==> src/rtl/serial_regbank_pkg.sv <==
package serial_regbank_pkg;

   typedef enum logic [2:0] {
      OFS_DATA  = 3'd0,
      OFS_IEN   = 3'd1,
      OFS_IDENT = 3'd2,
      OFS_LCTL  = 3'd3,
      OFS_MCTL  = 3'd4,
      OFS_LSTAT = 3'd5,
      OFS_MSTAT = 3'd6,
      OFS_SCR   = 3'd7
   } reg_ofs_e;

   localparam int BANK_BIT = 7;

   typedef struct packed {
      logic lcr_we;
      logic ier_we;
      logic dlo_we;
      logic dhi_we;
      logic tx_load;
      logic rx_take;
      logic stat_take;
   } dec_strobe_t;

endpackage

==> src/rtl/serial_reg_decode.sv <==
module serial_reg_decode
   import serial_regbank_pkg::*;
#(
   parameter int DATA_W = 8,
   parameter int ADDR_W = 3,
   parameter int IER_W  = 4
) (
   input  logic              clk,
   input  logic              rst_n,
   input  logic [ADDR_W-1:0] addr,
   input  logic              wr_en,
   input  logic              rd_en,
   input  logic              bank_sel,
   input  logic [DATA_W-1:0] lcr_val,
   input  logic [IER_W-1:0]  ier_val,
   input  logic [DATA_W-1:0] div_lo,
   input  logic [DATA_W-1:0] div_hi,
   input  logic [DATA_W-1:0] rx_byte,
   input  logic [DATA_W-1:0] line_stat,
   output dec_strobe_t       strb,
   output logic [DATA_W-1:0] rdata
);

   reg_ofs_e          ofs;
   logic [DATA_W-1:0] ier_ext;

   assign ofs     = reg_ofs_e'(addr);
   assign ier_ext = DATA_W'(ier_val);

   always_comb begin
      strb  = '0;
      rdata = '0;
      case (ofs)
         OFS_DATA: begin
            if (bank_sel) begin
               strb.dlo_we = wr_en;
               rdata       = div_lo;
            end else begin
               strb.tx_load = wr_en;
               strb.rx_take = rd_en;
               rdata        = rx_byte;
            end
         end
         OFS_IEN: begin
            if (bank_sel) begin
               strb.dhi_we = wr_en;
               rdata       = div_hi;
            end else begin
               strb.ier_we = wr_en;
               rdata       = ier_ext;
            end
         end
         OFS_LCTL: begin
            strb.lcr_we = wr_en;
            rdata       = lcr_val;
         end
         OFS_LSTAT: begin
            strb.stat_take = rd_en;
            rdata          = line_stat;
         end
         default: begin
            rdata = '0;
         end
      endcase
   end


   bank_excl_chk: assert property (@(posedge clk) disable iff (!rst_n)
      bank_sel |-> !(strb.tx_load || strb.rx_take));


   unused_ofs_chk: assert property (@(posedge clk) disable iff (!rst_n)
      !(addr == ADDR_W'(0) || addr == ADDR_W'(1) || addr == ADDR_W'(3))
      |-> !(strb.lcr_we || strb.ier_we || strb.dlo_we || strb.dhi_we));

endmodule

==> src/rtl/serial_reg_store.sv <==
module serial_reg_store
   import serial_regbank_pkg::*;
#(
   parameter int DATA_W = 8,
   parameter int IER_W  = 4,
   parameter int DIV_W  = 16
) (
   input  logic              clk,
   input  logic              rst_n,
   input  dec_strobe_t       strb,
   input  logic [DATA_W-1:0] wdata,
   output logic [DATA_W-1:0] lcr_q,
   output logic [IER_W-1:0]  ier_q,
   output logic [DIV_W-1:0]  div_q,
   output logic              div_load,
   output logic [DIV_W-1:0]  div_next
);

   localparam int HI_W = DIV_W - DATA_W;

   always_comb begin
      div_next = div_q;
      if (strb.dlo_we) div_next[DATA_W-1:0] = wdata;
      if (strb.dhi_we) div_next[DIV_W-1:DATA_W] = wdata[HI_W-1:0];
   end

   assign div_load = strb.dlo_we | strb.dhi_we;

   always_ff @(posedge clk or negedge rst_n) begin
      if (!rst_n) begin
         lcr_q <= '0;
         ier_q <= '0;
         div_q <= '0;
      end else begin
         if (strb.lcr_we) lcr_q <= wdata;
         if (strb.ier_we) ier_q <= wdata[IER_W-1:0];
         if (div_load)    div_q <= div_next;
      end
   end


   lcr_hold_chk: assert property (@(posedge clk) disable iff (!rst_n)
      !strb.lcr_we |=> $stable(lcr_q));


   ier_hold_chk: assert property (@(posedge clk) disable iff (!rst_n)
      !strb.ier_we |=> $stable(ier_q));


   div_hold_chk: assert property (@(posedge clk) disable iff (!rst_n)
      !(strb.dlo_we || strb.dhi_we) |=> $stable(div_q));

endmodule

==> src/rtl/serial_baud_tick.sv <==
module serial_baud_tick #(
   parameter int DIV_W    = 16,
   parameter bit TICK_REG = 1'b0
) (
   input  logic             clk,
   input  logic             rst_n,
   input  logic [DIV_W-1:0] divisor,
   input  logic             load,
   input  logic [DIV_W-1:0] load_val,
   output logic             tick
);

   logic [DIV_W-1:0] cnt;
   logic             wrap;

   assign wrap = (divisor != '0) && (cnt == '0);

   always_ff @(posedge clk or negedge rst_n) begin
      if (!rst_n) begin
         cnt <= '0;
      end else if (load) begin
         cnt <= (load_val == '0) ? '0 : load_val - DIV_W'(1);
      end else if (divisor == '0) begin
         cnt <= '0;
      end else if (cnt == '0) begin
         cnt <= divisor - DIV_W'(1);
      end else begin
         cnt <= cnt - DIV_W'(1);
      end
   end

   generate
      if (TICK_REG) begin : g_tick_flop
         logic tick_q;
         always_ff @(posedge clk or negedge rst_n) begin
            if (!rst_n) tick_q <= 1'b0;
            else        tick_q <= wrap;
         end
         assign tick = tick_q;
      end else begin : g_tick_comb
         assign tick = wrap;
      end
   endgenerate


   tick_pulse_chk: assert property (@(posedge clk) disable iff (!rst_n)
      (wrap && divisor > DIV_W'(1) && !load) |=> !wrap);


   reload_gap_chk: assert property (@(posedge clk) disable iff (!rst_n)
      (load && load_val > DIV_W'(1)) |=> !wrap);

endmodule

==> src/rtl/serial_regbank.sv <==
module serial_regbank
   import serial_regbank_pkg::*;
#(
   parameter int DATA_W   = 8,
   parameter int ADDR_W   = 3,
   parameter int IER_W    = 4,
   parameter int DIV_W    = 16,
   parameter bit TICK_REG = 1'b0
) (
   input  logic              clk,
   input  logic              rst_n,
   input  logic [ADDR_W-1:0] addr,
   input  logic              wr_en,
   input  logic              rd_en,
   input  logic [DATA_W-1:0] wdata,
   output logic [DATA_W-1:0] rdata,
   input  logic [DATA_W-1:0] rx_byte,
   input  logic [DATA_W-1:0] line_stat,
   output logic              tx_load,
   output logic [DATA_W-1:0] tx_byte,
   output logic              rx_take,
   output logic              stat_take,
   output logic [DATA_W-1:0] line_ctrl,
   output logic [IER_W-1:0]  int_enable,
   output logic              baud_tick
);

   generate
      if (ADDR_W != 3) begin : g_bad_addr
         $error("serial_regbank: ADDR_W must be 3");
      end
      if (DIV_W != 2 * DATA_W) begin : g_bad_div
         $error("serial_regbank: DIV_W must be twice DATA_W");
      end
      if (IER_W < 1 || IER_W > DATA_W) begin : g_bad_ier
         $error("serial_regbank: IER_W out of range");
      end
      if (DATA_W <= BANK_BIT) begin : g_bad_data
         $error("serial_regbank: DATA_W too narrow for bank bit");
      end
   endgenerate

   dec_strobe_t       strb;
   logic [DIV_W-1:0]  div_q;
   logic [DIV_W-1:0]  div_next;
   logic              div_load;

   serial_reg_decode #(
      .DATA_W(DATA_W), .ADDR_W(ADDR_W), .IER_W(IER_W)
   ) u_decode (
      .clk      (clk),
      .rst_n    (rst_n),
      .addr     (addr),
      .wr_en    (wr_en),
      .rd_en    (rd_en),
      .bank_sel (line_ctrl[BANK_BIT]),
      .lcr_val  (line_ctrl),
      .ier_val  (int_enable),
      .div_lo   (div_q[DATA_W-1:0]),
      .div_hi   (div_q[DIV_W-1:DATA_W]),
      .rx_byte  (rx_byte),
      .line_stat(line_stat),
      .strb     (strb),
      .rdata    (rdata)
   );

   serial_reg_store #(
      .DATA_W(DATA_W), .IER_W(IER_W), .DIV_W(DIV_W)
   ) u_store (
      .clk     (clk),
      .rst_n   (rst_n),
      .strb    (strb),
      .wdata   (wdata),
      .lcr_q   (line_ctrl),
      .ier_q   (int_enable),
      .div_q   (div_q),
      .div_load(div_load),
      .div_next(div_next)
   );

   serial_baud_tick #(
      .DIV_W(DIV_W), .TICK_REG(TICK_REG)
   ) u_tick (
      .clk     (clk),
      .rst_n   (rst_n),
      .divisor (div_q),
      .load    (div_load),
      .load_val(div_next),
      .tick    (baud_tick)
   );

   assign tx_load   = strb.tx_load;
   assign tx_byte   = wdata;
   assign rx_take   = strb.rx_take;
   assign stat_take = strb.stat_take;

endmodule

==> config.mk <==
export PLATFORM = sky130hd
export DESIGN_NAME = serial_regbank
export DESIGN_NICKNAME = d
export VERILOG_FILES = /design/src/rtl/serial_regbank_pkg.sv /design/src/rtl/serial_reg_decode.sv /design/src/rtl/serial_reg_store.sv /design/src/rtl/serial_baud_tick.sv /design/src/rtl/serial_regbank.sv
export SDC_FILE = /design/constraint.sdc
export NUM_CORES = 1
export LEC_CHECK = 0
export BUFFER_PORTS_ARGS = -buffer_cell sky130_fd_sc_hd__buf_2
export CELL_PAD_IN_SITES_DETAIL_PLACEMENT = 0
export CELL_PAD_IN_SITES_GLOBAL_PLACEMENT = 2
export CORE_MARGIN = 10
export CORE_UTILIZATION = 35
export DETAILED_ROUTE_END_ITERATION = 8
export PLACE_DENSITY_LB_ADDON = 0.1
export SYNTH_ARGS = -nofsm -noshare
export SYNTH_HDL_FRONTEND = slang
export SYNTH_HIERARCHICAL = 1
export SYNTH_SLANG_ARGS = --single-unit
==> constraint.sdc <==
create_clock -name clk -period 4.2 [get_ports clk]
set_clock_uncertainty 0.1 [all_clocks]
set_input_delay 0.84 -clock clk [delete_from_list [all_inputs] [get_ports clk]]
set_output_delay 0.84 -clock clk [all_outputs]
set_load 0.01 [all_outputs]
==> summary.txt <==
Run status
  – Status: completed

Yosys
  – Synthesized flop and latch total: 44
  – Mapped Area: 0.003277 mm^2
  – Cell count after synthesis: 316
  – Post-Syn Nets: 349
  – Ys Warns: 6
  – Yosys cell types: 53
  – Number of synthesized flops with an enable pin: 0
  – Most used DFF post-synth: dfrtp_1
  – Async SR Flop Fraction: 100.0%
  – Sequential share of the synthesized area: 33.60%
  – Synth Area per Inst: 10.37 um^2

Placement
  – Post-Place Cells: 474
  – RePlAce Congestion: 0.7852
  – PortBufs: 62
  – DP HPWL: 7703 um

Timing
  – Fin crit share: 87.89%
  – Worst hold slack: 441.8 ps
  – Min Tclk post-route: 3692 ps
  – Measured slew at the worst slew-check pin: 983.5 ps
  – Unrepaired setup endpoints after global routing: no
  – Setup TNS: 0 ps
  – Max-slew violations: 0
  – Final number of setup-violating endpoints: 0
  – Slew headroom: 34.43%
  – Final Hold Vio Count: 0
  – Fmax: 270.9 MHz

CTS
  – Clock Path Buffers: 2
  – H-tree depth: 2
  – Hold Buf Count CTS: 0
  – Clk_lat worst skew: 290 ps
  – CTS resizes: 0
  – Sinks on Clock Net: 44
  – Post-CTS setup buffers: 0
  – CTS tree: done
  – Clock buffer count from CTS: 5
  – Root buf cell: clkbuf_8
  – Clock-pin slew on the worst setup and hold paths: 80 ps

Cells and area
  – Area Overhead vs Synth: 12.14%
  – Final core area utilization: 39.96%
  – Layout cells sized above 1: 36.76%
  – Diode count: 0
  – NumNets Final: 403
  – Non-Filler Instances: 481
  – Fill cells: 962

Critical path
  – R2R setup slack: 930 ps
  – Crit end category: register
  – Worst EP required: 4270 ps
  – Crit-path cells: buf_2 > nor2_1 > and3_1 > and2_1 > mux2_4 > or4_4 > or3_4 > or3_4 > o31ai_4 > buf_12 > o22ai_1
  – Slowest-stage cell, CP: or4_4
  – Cell mode on critical path: or3_4
  – Worst Setup SP: addr[2]
  – Reg-to-reg startpoint: u_store/lcr_q[7]
  – Setup crit end: u_tick/cnt[6]
  – CP max FO: 16
  – R2R cell count: 11
  – Setup CP Type: in2reg
  – Critical Path Max Stage Delay: 550 ps
  – Critical Path AT: 3760 ps
  – Reg2reg end: u_tick/cnt[6]
  – CP Launch Type: input pin

Global route
  – Initial antenna violation count: 0
  – Largest net degree at the start of global routing: 45
  – Vias in the first global route: 2832
  – Overall routing resource usage: 14.91%
  – First-pass GRT wire length: 15670 um
  – Grt total ovfl: 0

Die
  – Row count: 35
  – Starting Density: 35.63%
  – Die Footprint: 0.01363 mm^2
  – DIE HEIGHT: 116.8 um
  – Die W: 116.8 um
  – Core area: 0.009196 mm^2
  – # IOs: 63

Pwr
  – Leak: 1.587 nW
  – Pwr Density: 550.9 mW/mm^2
  – VDD IR max: 188.9 uV

Detailed routing
  – Iteration-0 DRC Markers: 68
  – Total wire length after detailed routing: 9897 um
  – Via density: 5.489
  – Detailed Routing Iterations Pass 1: 4
  – Vias: 2640
  – Final antenna-violating net count: 0
  – DRC: 0
  – WL per Instance: 20.58 um

Run
  – Max Cap Viol: 0

Hold path
  – Hold Path Class: reg2reg
-- power by group --
group	internal (mW)	switching (mW)	total [mW]
Combinational	0.487	0.473	0.961
Clock	0.113	0.140	0.253
Sequential	0.573	0.238	0.810
Total	1.17	0.851	2.02
-- metal layers --
metal / share of wire [%] / vias up / GRT usage [%]
li1: - / 1296 / -
met1: 47 / 1257 / 19.05
met2: 46 / 75 / 23.58
met3: 6.0 / 12 / 4.674
met4: 1.8 / 0 / 4.283
met5: 0 / - / 0
-- synthesized netlist by cell type, types with 3 or more instances --
library cell  count  share of area (%)
and2_1            3               0.57
a221o_1           8                2.4
buf_2             3               0.46
xor2_1            8                2.1
and3_1            5               0.95
nand4_1           3               0.57
nor3_1           12                1.8
buf_6             7                2.4
mux2_4           18                8.2
a22o_1            8                2.1
clkbuf_1          4               0.46
nand2_1          10                1.1
o21ai_0           3               0.46
nor4_1            9                1.7
mux2i_1           8                2.4
a21oi_1          17                2.6
o22ai_1          13                2.5
buf_4             9                2.1
mux2_2           30                 10
dfrtp_1          44                 34
nor2_1           27                3.1
or4_1             3               0.69
nor2b_1           3               0.57
a31oi_1           3               0.57
xnor2_1          16                4.3
-- stage by stage --
| stage | area (um^2) | setup slack, ps | power (mW) |
|---|---|---|---|
| 2_1_floorplan | 3277 | 193.8 | 1.471 |
| 3_5_place_dp | 3597 | 235.3 | 1.781 |
| 3_3_place_gp | 3597 | 282.6 | 1.786 |
| 6_report | 3675 | 508.5 | 2.024 |
| 4_1_cts | 3675 | 545.7 | 2.042 |
| 5_1_grt | 3675 | 390.3 | 2.201 |
-- flip-flops by register name (all words and copies together), names as in the netlist --
name / cells
u_store/lcr_q: 8
u_store/ier_q: 4
u_tick/cnt: 16
u_store/div_q: 16
-- layout by cell type (no fill, tap or decap), types with 2 or more instances in the layout --
master,count
a2111oi_0,2
a21oi_1,17
a221o_1,8
a22o_1,8
a311oi_1,2
a31oi_1,3
and2_1,3
and3_1,5
buf_2,62
buf_4,9
clkbuf_8,5
dfrtp_1,44
ha_1,2
inv_1,2
mux2_2,30
mux2_4,18
mux2i_1,8
nand2_1,10
nand2b_1,2
nand3_1,2
nand3b_1,2
nand4_1,3
nor2_1,27
nor2b_1,3
nor3_1,12
nor3b_1,2
nor3b_2,2
nor4_1,9
o21ai_0,3
o22ai_1,13
o32ai_1,2
or2_2,2
or3_1,2
or3_4,2
or4_1,3
xnor2_1,16
xor2_1,8
-- logic make-up (layout without fill, tap and decap cells) --
group / Yosys count / in the layout / share of synthesized area [%]
AND/OR/NAND/NOR: 96 / 96 / 16.42
multiplexers: 56 / 56 / 21.00
adder cells (fa/ha/maj): 2 / 2 / 0.7635
flip-flops: 44 / 44 / 33.60
AO/OA/AOI/OAI: 67 / 67 / 14.97
buffers and inverters: 27 / 81 / 6.835
XOR/XNOR: 24 / 24 / 6.415
-- area by class of cell --
type                            count  area, um^2  share of cell area, %
Inverter                            2       7.507                 0.2043
Timing Repair Buffer               72       397.9                  10.83
Tap cell                          111       138.9                  3.779
Clock inverter                      1       5.005                 0.1362
Clock buffer                        6       72.57                  1.975
Sequential cell                    44        1101                  29.96
Multi-Input combinational cell    245        1952                  53.12
-- worst min path at each step --
stage / startpoint / to / depth (start not counted)
finish: u_store/lcr_q[2] / u_store/lcr_q[2] / 1
CTS: u_store/lcr_q[0] / u_store/lcr_q[0] / 1
floorplan: rst_n / u_store/div_q[0] / 0
detailed placement: u_store/lcr_q[2] / u_store/lcr_q[2] / 1
global route: u_store/lcr_q[3] / u_store/lcr_q[3] / 1
global placement: u_store/lcr_q[2] / u_store/lcr_q[2] / 1
-- worst max-delay path: cells and delay by family --
family                 cells  cell delay [ps]
multiplexers               1              340
AND/OR/NAND/NOR            6             1980
buffers and inverters      2              290
AO/OA/AOI/OAI              2              310
(Power assumes the default switching activity.)
